$ cat config.mk
export PLATFORM = sky130hd
export DESIGN_NAME = pm_clk_steer
export DESIGN_NICKNAME = d
export VERILOG_FILES = /design/src/rtl/pm_clk_pkg.sv /design/src/rtl/pm_rst_sync.sv /design/src/rtl/pm_mode_decode.sv /design/src/rtl/pm_osc_enable.sv /design/src/rtl/pm_clk_steer.sv
export SDC_FILE = /design/constraint.sdc
export NUM_CORES = 1
export LEC_CHECK = 0
export ABC_CLOCK_PERIOD_IN_PS = 1100
export BUFFER_PORTS_ARGS = -buffer_cell sky130_fd_sc_hd__buf_2
export CAP_MARGIN = 25
export CELL_PAD_IN_SITES_DETAIL_PLACEMENT = 1
export CELL_PAD_IN_SITES_GLOBAL_PLACEMENT = 2
export CORE_MARGIN = 3
export CORE_UTILIZATION = 25
export DETAILED_ROUTE_END_ITERATION = 8
export PLACE_DENSITY_LB_ADDON = 0.1
export SLEW_MARGIN = 10
export SYNTH_ARGS = -nofsm -noshare
export SYNTH_HDL_FRONTEND = slang
export SYNTH_HIERARCHICAL = 1
export SYNTH_SLANG_ARGS = --single-unit
$ cat constraint.sdc
create_clock -name clk -period 1.1 [get_ports clk]
set_input_delay 0 -clock clk [delete_from_list [all_inputs] [get_ports clk]]
set_output_delay 0 -clock clk [all_outputs]
set_load 0.02 [all_outputs]
$ cat src/rtl/pm_clk_pkg.sv
package pm_clk_pkg;
  localparam int MODE_W = 3;
  localparam int SEL_W  = 2;

  typedef enum logic [MODE_W-1:0] {
    PM_PRI_RUN  = 3'd0,
    PM_PRI_IDLE = 3'd1,
    PM_SEC_RUN  = 3'd2,
    PM_SEC_IDLE = 3'd3,
    PM_RC_RUN   = 3'd4,
    PM_RC_IDLE  = 3'd5,
    PM_SLEEP    = 3'd6
  } pm_mode_e;

  typedef enum logic [SEL_W-1:0] {
    SRC_PRI = 2'd0,
    SRC_SEC = 2'd1,
    SRC_RC  = 2'd2,
    SRC_OFF = 2'd3
  } clk_src_e;

  typedef struct packed {
    logic     pri_en;
    logic     sec_en;
    logic     rc_en;
    clk_src_e src;
    logic     core_act;
    logic     per_act;
  } clk_state_t;

  localparam clk_state_t STATE_RST = '{
    pri_en: 1'b1, sec_en: 1'b0, rc_en: 1'b0,
    src: SRC_PRI, core_act: 1'b1, per_act: 1'b1
  };
endpackage

$ cat src/rtl/pm_rst_sync.sv
module pm_rst_sync #(
  parameter int STAGES = 2
) (
  input  logic clk,
  input  logic rst_n,
  output logic rst_sync_n
);
  logic [STAGES-1:0] chain_q;

  always_ff @(posedge clk or negedge rst_n) begin
    if (!rst_n) chain_q <= '0;
    else        chain_q <= {chain_q[STAGES-2:0], 1'b1};
  end

  assign rst_sync_n = chain_q[STAGES-1];
endmodule

$ cat src/rtl/pm_mode_decode.sv
module pm_mode_decode
  import pm_clk_pkg::*;
(
  input  logic [MODE_W-1:0] mode_i,
  output clk_src_e          src_o,
  output logic              idle_o,
  output logic              sleep_o
);
  always_comb begin
    src_o   = SRC_PRI;
    idle_o  = 1'b0;
    sleep_o = 1'b0;
    case (mode_i)
      PM_PRI_IDLE: idle_o = 1'b1;
      PM_SEC_RUN:  src_o = SRC_SEC;
      PM_SEC_IDLE: begin src_o = SRC_SEC; idle_o = 1'b1; end
      PM_RC_RUN:   src_o = SRC_RC;
      PM_RC_IDLE:  begin src_o = SRC_RC; idle_o = 1'b1; end
      PM_SLEEP:    begin src_o = SRC_OFF; sleep_o = 1'b1; end
      default:     src_o = SRC_PRI; // run on primary, unused code included
    endcase
  end
endmodule

$ cat src/rtl/pm_osc_enable.sv
module pm_osc_enable
  import pm_clk_pkg::*;
(
  input  clk_src_e   src_i,
  input  logic       idle_i,
  input  logic       sleep_i,
  input  logic       usb_on_i,
  input  logic       wdog_on_i,
  input  logic       tmr_keep_i,
  output clk_state_t next_o
);
  always_comb begin
    next_o.src      = src_i;
    // primary: its own modes, or held for USB in anything but sleep
    next_o.pri_en   = (src_i == SRC_PRI) || (usb_on_i && !sleep_i);
    next_o.sec_en   = (src_i == SRC_SEC) || tmr_keep_i;
    next_o.rc_en    = (src_i == SRC_RC)  || wdog_on_i;
    next_o.core_act = !idle_i && !sleep_i;
    next_o.per_act  = !sleep_i;
  end
endmodule

$ cat src/rtl/pm_clk_steer.sv
module pm_clk_steer
  import pm_clk_pkg::*;
(
  input  logic              clk,
  input  logic              rst_n,
  input  logic [MODE_W-1:0] mode_i,
  input  logic              usb_on_i,
  input  logic              wdog_on_i,
  input  logic              tmr_keep_i,
  input  logic              ckout_cfg_i,
  input  logic              clk4_lvl_i,
  output logic              pri_en_o,
  output logic              sec_en_o,
  output logic              rc_en_o,
  output logic [SEL_W-1:0]  core_sel_o,
  output logic              core_act_o,
  output logic              per_act_o,
  output logic              pin_ckout_o
);
  logic       rst_sync_n;
  clk_src_e   dec_src;
  logic       dec_idle, dec_sleep;
  clk_state_t state_d, state_q;
  logic       upd_en;

  pm_rst_sync #(.STAGES(2)) u_rst (
    .clk(clk), .rst_n(rst_n), .rst_sync_n(rst_sync_n)
  );

  pm_mode_decode u_dec (
    .mode_i(mode_i), .src_o(dec_src), .idle_o(dec_idle), .sleep_o(dec_sleep)
  );

  pm_osc_enable u_en (
    .src_i(dec_src), .idle_i(dec_idle), .sleep_i(dec_sleep),
    .usb_on_i(usb_on_i), .wdog_on_i(wdog_on_i), .tmr_keep_i(tmr_keep_i),
    .next_o(state_d)
  );

  assign upd_en = (state_d != state_q);

  always_ff @(posedge clk or negedge rst_sync_n) begin
    if (!rst_sync_n)  state_q <= STATE_RST;
    else if (upd_en)  state_q <= state_d;
  end

  assign pri_en_o    = state_q.pri_en;
  assign sec_en_o    = state_q.sec_en;
  assign rc_en_o     = state_q.rc_en;
  assign core_sel_o  = state_q.src;
  assign core_act_o  = state_q.core_act;
  assign per_act_o   = state_q.per_act;
  assign pin_ckout_o = ckout_cfg_i && (state_q.src != SRC_OFF) && clk4_lvl_i;

  a_r3_usb_holds_pri: assert property (@(posedge clk) disable iff (!rst_sync_n)
    (usb_on_i && mode_i != PM_SLEEP) |=> pri_en_o);
  a_r5_tmr_holds_sec: assert property (@(posedge clk) disable iff (!rst_sync_n)
    tmr_keep_i |=> sec_en_o);
  a_r6_wdog_holds_rc: assert property (@(posedge clk) disable iff (!rst_sync_n)
    wdog_on_i |=> rc_en_o);
  a_r7_core_needs_per: assert property (@(posedge clk) disable iff (!rst_sync_n)
    core_act_o |-> per_act_o);
  a_r9_pin_low_sleep: assert property (@(posedge clk) disable iff (!rst_sync_n)
    (core_sel_o == SRC_OFF) |-> !pin_ckout_o);
  a_r10_sleep_next_edge: assert property (@(posedge clk) disable iff (!rst_sync_n)
    (mode_i == PM_SLEEP) |=> (!per_act_o && core_sel_o == SRC_OFF));
endmodule

==> results.ini, run 1 <==
[synth]
synth_fp_nets=41
netlist_area_um2=354
synthCells=31
synth_cell_types=14
ys_seq_area_share_pct=64.7
syn_avg_cell_area_um2=11.4
synth_warnings=6
synth_seq_cells=9

[placement]
place_inst=54
gp_congestion=0.671
dpl-instance-area_um2=423
io_buffer_count=17

[clock_network]
clock-root-buffer=clkbuf_4
numCtsBuffers=3
cts_tree=yes
htreeDepth=1
clk_latency_ps=260
clkTransAtPathRegs_ps=60
hold_buffers=4
cts_num_sinks=9
post-cts-setup-buffers=0
cts-resized-gates=0
cts.path.max_buffers=2

[worst_setup_path]
crit_chain=a21oi_2 -> buf_2
cpPeakStageDelay_ps=390
slowest_stage=dfrtp_1
critical-path-top-delay-family=flip-flops
worstPathArrival_ps=930
critPathKind=register to output pin
worstPathMaxFanout=2
path_buf_inv=1
cp.required_ps=1100
cp-end-kind=output pin
cp-start-kind=register

[layout]
nNetsFinal=59
syn_to_final_growth_pct=38.2
antenna_cells=0
final_layout_size_suffix_gt1_share_pct=54.2
fin_area_um2=489
fin_cells=62
post-route-util_pct=40.2

[global_routing]
grt_pass1_vias=290
grt_max_degree=8
antenna_found_initial=0
grt_overflow=0
grt_pass1_wl_um=1240
grt_usage_pct=9.35

[die]
rows=12
dieArea_um2=1900
ioPinCount=18
die_h_um=43.6
die_w_um=43.6
core_um2=1220
initial_core_util_pct=29.1

[timing]
whs_ps=55.7
finalSetupViolCount=0
fin_skew_ps=3.80
timing.fmax_ghz=1.07
period_share_pct=84.6
final_hold_viol_count=0
rsz0062_at_grt=false
period_needed_ps=931
drv_slew=0
tns_ps=0

[routing]
dr_wl_met3_um=57
drc_errors=0
top_layer_used=met3
detail_route.wl_per_cell_um=12.3
ant_nets=0
routed_via_density=4.11
drt_iter0_drc=5
wl_met2_um=437
num_vias=255
wl_met1_um=265
wirelength_um=760
drtPass1Iterations=4

[job]
maxCapViolations=0

[status]
status=completed

[power]
p_leak_nw=0.244
ir_drop_uv=555
power_density_nw_per_um2=1490

[worst_hold_path]
hp-class=input port to async pin

[state kept, by name, summed over array words and instances (netlist names)]
| register | flops |
|---|---|
| pri_en_o | 1 |
| per_act_o | 1 |
| core_sel_o | 2 |
| rc_en_o | 1 |
| core_act_o | 1 |
| u_rst/chain_q | 2 |
| sec_en_o | 1 |
[cell usage in the layout (no fill, tap or decap)]
cell type	n
nor2_1	1
o21bai_1	1
dfstp_2	3
o2bb2ai_1	1
inv_1	2
dlygate4sd3_1	4
nand2_1	1
clkbuf_1	1
dfrtp_1	6
a21o_1	1
a21oi_2	1
buf_2	17
clkbuf_4	3
and3b_2	1
buf_4	1
a21boi_0	3
conb_1	1
[stage by stage]
| stage | setup slack, ps | total power, mW |
|---|---|---|
| detailed placement | 314 | 0.470 |
| finish | 169 | 0.727 |
| floorplan | 374 | 0.436 |
| CTS | 145 | 0.744 |
| global route | 115 | 0.770 |
| global placement | 350 | 0.464 |
[layout make-up]
type / instances / area (µm²)
clock buffer: 4 / 26.3
tap: 14 / 17.5
fill: 143 / 727
sequential: 9 / 229
timing repair buffer: 22 / 133
multi-input combinational: 11 / 76.3
inverter: 2 / 7.51
[cell usage after synthesis]
cell       instances  area share (%)
dfrtp_1            6              42
conb_1             1             1.1
nor2_1             1             1.1
a21boi_0           3             6.4
clkbuf_1           7             7.4
a21oi_2            1             2.5
o2bb2ai_1          1             2.5
inv_1              2             2.1
o21bai_1           1             2.1
a21o_1             1             2.1
dfstp_2            3              22
and3b_2            1             2.8
nand2_1            1             1.1
buf_4              2             4.2
[kinds of logic (layout without fill, tap and decap cells)]
logic type / count (synthesis) / after routing / synth area share (%)
and+or+nand+nor: 3 / 3 / 4.95
AOI/OAI and AO/OA: 7 / 7 / 15.5
DFF: 9 / 9 / 64.7
buffers and inverters: 11 / 28 / 13.8
other: 1 / 1 / 1.06
[routing by layer]
metal  GRT usage, %  up-vias
li1               -      124
met1           8.70      121
met2           17.4       10
met3           2.90        0
met4           5.42        0
met5              0        -
[where the power goes]
group	total [mW]	internal [mW]	switching (mW)
sequential	0.369	0.357	0.0115
combinational	0.104	0.0474	0.0562
clock	0.254	0.140	0.114
[final timing paths]
| path | endpoint | start | slack [ps] | depth (start not counted) |
|---|---|---|---|---|
| hold / removal | u_rst/chain_q[0] | rst_n | 60 | 2 |
| hold reg to reg | core_sel_o[0] | u_rst/chain_q[1] | 110 | 0 |
| setup reg to reg | u_rst/chain_q[1] | u_rst/chain_q[0] | 630 | 0 |
| setup / recovery | pin_ckout_o | core_sel_o[1] | 170 | 2 |
| min in group clk | core_sel_o[0] | mode_i[2] | 70 | 2 |
| max in group asynchronous | pri_en_o | u_rst/chain_q[1] | 710 | 0 |
Power figures use the tool's default switching activity.
==> inputs of run 2 (changes only) <==
Settings changed: ABC_AREA from default to 1, ABC_CLOCK_PERIOD_IN_PS 1100 to 1000, CORE_UTILIZATION 25 to 22.
Clock period 1.1 ns to 1 ns, I/O delays scaled along.
==> run 2 against run 1 <==
The flow now finishes with violations (negative hold slack). Critical path depth grew 2. Register-to-register slack lost 90 ps. Sequential power grew 9.5%. Highest routed layer unchanged.
==> results.ini, run 2 <==
[layout]
nNetsFinal=72  ; +22%
final_layout_size_suffix_gt1_share_pct=45.9  ; -8.3 points
fin_area_um2=527  ; +7.7%
final_common_cell=buf_2
final_cell_mix=buf_2, nand2_1, inv_1, dfrtp_1, dlygate4sd3_1
antenna_cells=0  ; unchanged
syn_to_final_growth_pct=39.9

[die]
rows=14  ; +2
dieArea_um2=2240  ; +18%
ioPinCount=18  ; unchanged
die_w_um=47.4  ; +8.6%
die_h_um=47.4  ; +8.6%
initial_core_util_pct=24.2  ; -5.0 points
core_um2=1560  ; +28%

[worst_hold_path]
hp-class=input port to register

[clock_network]
numCtsBuffers=3  ; unchanged
clock-root-buffer=clkbuf_4
htreeDepth=1  ; unchanged
post-cts-setup-buffers=0  ; unchanged
cts_num_sinks=9  ; unchanged
cts.path.max_buffers=2  ; unchanged
clk_latency_ps=250  ; about the same
cts_tree=yes
clkTransAtPathRegs_ps=50  ; about the same

[synth]
synth_common_cells=nand2_1, inv_1, clkbuf_1
synth_ff_type=dfrtp_1
syn_avg_cell_area_um2=8.56  ; -25%
synth_seq_cells=9  ; unchanged
synth_area_leader_cell=dfrtp_1
synth-edff-count=0  ; unchanged
synth_top_cells_by_area=dfrtp_1, dfstp_2, nand2_1
async_flop_share_pct=100  ; unchanged
synth_cell_types=12  ; -2
ys_seq_area_share_pct=60.8  ; -3.9 points
yosysTopAreaCellShare_pct=39.9  ; -2.5 points
synthCells=44  ; +42%
synth_fp_nets=54  ; +32%
synth_warnings=6  ; unchanged
netlist_area_um2=377  ; +6.4%
yosysMostFrequentCell=nand2_1

[global_routing]
grt_max_degree=8  ; unchanged
grt_overflow=0  ; unchanged
grt_pass1_wl_um=979  ; -21%
antenna_found_initial=0  ; unchanged
grt_usage_pct=6.13  ; -3.2 points
grt_pass1_vias=278  ; -4.1%

[power]
p_comb_share_pct=15.9  ; +1.7 points
p_int_mw=0.601  ; +10%
ir_drop_uv=492  ; -11%
switchingPower_mw=0.190  ; +4.1%
p_leak_nw=0.289  ; +18%
clkPwrFrac_pct=32.9  ; -2.1 points
power_frac_seq_pct=51.2  ; +0.4 points
power_density_nw_per_um2=1500  ; +0.98%
p_sw_share_pct=24.0  ; -1.1 points

[timing]
tns_ps=0  ; unchanged
fin_skew_ps=5.43  ; +1.63 ps
whs_ps=-15.7  ; -71.3 ps
timing.fmax_ghz=1.08
finalSetupViolCount=0  ; unchanged
final_hold_viol_count=2  ; +2
period_share_pct=92.6
period_needed_ps=926
rsz0062_at_grt=false
drv_slew=0  ; unchanged

[routing]
ant_nets=0  ; unchanged
num_vias=302  ; +18%
drtPass1Iterations=2  ; -2
drt_iter0_drc=1  ; -4
detail_route.wl_per_cell_um=8.70  ; -29%
routed_via_density=3.92  ; -4.6%
drc_errors=0  ; unchanged
wirelength_um=670  ; -12%

[worst_setup_path]
cp-end-kind=output pin
cp.required_ps=1000  ; -100 ps
rrSetupSlack_ps=540  ; -90 ps
cp-endpoint=pin_ckout_o
critPathKind=register to output pin
r2r-end=u_rst/chain_q[1]
worstPathMaxFanout=2  ; unchanged
cp-start-kind=register
r2r_cells=0  ; unchanged
worstPathArrival_ps=930  ; about the same
r2r-start=u_rst/chain_q[0]
cp-startpoint=core_sel_o[1]

[status]
violations=negative hold slack
status=finished, violations left

[job]
maxCapViolations=0  ; unchanged

[placement]
gp_congestion=0.621  ; -7.5%
dpl-instance-area_um2=440  ; +4.1%
io_buffer_count=17  ; unchanged

[run 2: cell count changes after synthesis, moves of 3 or more]
cell / change
nand2_1: +8
inv_1: +6
a21boi_0: -3
a21oi_1: +3
[run 2: power by group through the flow]
stage | logic, mW | registers [mW] | clock network [mW]
2_1_floorplan | 0.0500 | 0.436 | 0
3_3_place_gp | 0.106 | 0.410 | 0
3_5_place_dp | 0.108 | 0.412 | 0
4_1_cts | 0.123 | 0.406 | 0.271
5_1_grt | 0.140 | 0.407 | 0.293
6_report | 0.126 | 0.404 | 0.260
[run 2: worst max-delay path: stages (launching register included)]
cell and delay, ps:
dfrtp_1 370, nand2_1 60, inv_1 50, nor2_2 70
buf_4 140
[run 2: worst min-delay path by stage]
stage / start / endpoint / cells past startpoint
after floorplan: rst_n / u_rst/chain_q[0] / 0
after detailed placement: rst_n / u_rst/chain_q[1] / 1
after global placement: rst_n / u_rst/chain_q[1] / 1
after CTS: mode_i[0] / core_sel_o[1] / 2
after global routing: mode_i[2] / core_sel_o[0] / 2
final: mode_i[2] / core_sel_o[0] / 2
[run 2: layout make-up]
cell class | instances | area [µm²]
flip-flops and latches | 9 | 229
multi-input cells | 17 | 80.1
fillers | 188 | 1030
well taps | 16 | 20.0
inverters | 9 | 33.8
clock buffers | 4 | 26.3
repair buffers | 22 | 138
[run 2: repair_timing]
| item | CTS | global route |
|---|---|---|
| endpoints found under the hold margin | 6 | 0 |
| resized for setup | 0 | 3 |
| setup endpoints to repair | 0 | 4 |
| hold buffers | 5 | 0 |
[run 2: stage by stage]
step	power, mW	worst slack [ps]	std cells	utilization (%)
after global placement	0.516	312	68	28.3
final	0.790	74.5	77	33.8
after detailed placement	0.520	307	68	28.3
after floorplan	0.486	247	44	-
after global routing	0.840	2.95	77	33.8
after CTS	0.800	36.9	77	33.1
[run 2: cell families (layout without fill, tap and decap cells)]
| group | Yosys count | count (layout) | synth area share [%] |
|---|---|---|---|
| other cells | 1 | 1 | 0.996 |
| simple gates | 13 | 13 | 14.3 |
| compound gates | 3 | 3 | 3.99 |
| flops | 9 | 9 | 60.8 |
| buf+inv | 18 | 35 | 19.9 |
[run 2: layer usage]
layer / GRT usage (%) / wire, µm / part of all wire [%] / up-vias
li1: - / - / - / 150
met1: 6.47 / 275 / 41 / 138
met2: 11.2 / 331 / 49 / 14
met3: 2.30 / 63 / 9.4 / 0
met4: 1.66 / 0 / 0 / 0
met5: 0 / 0 / 0 / -
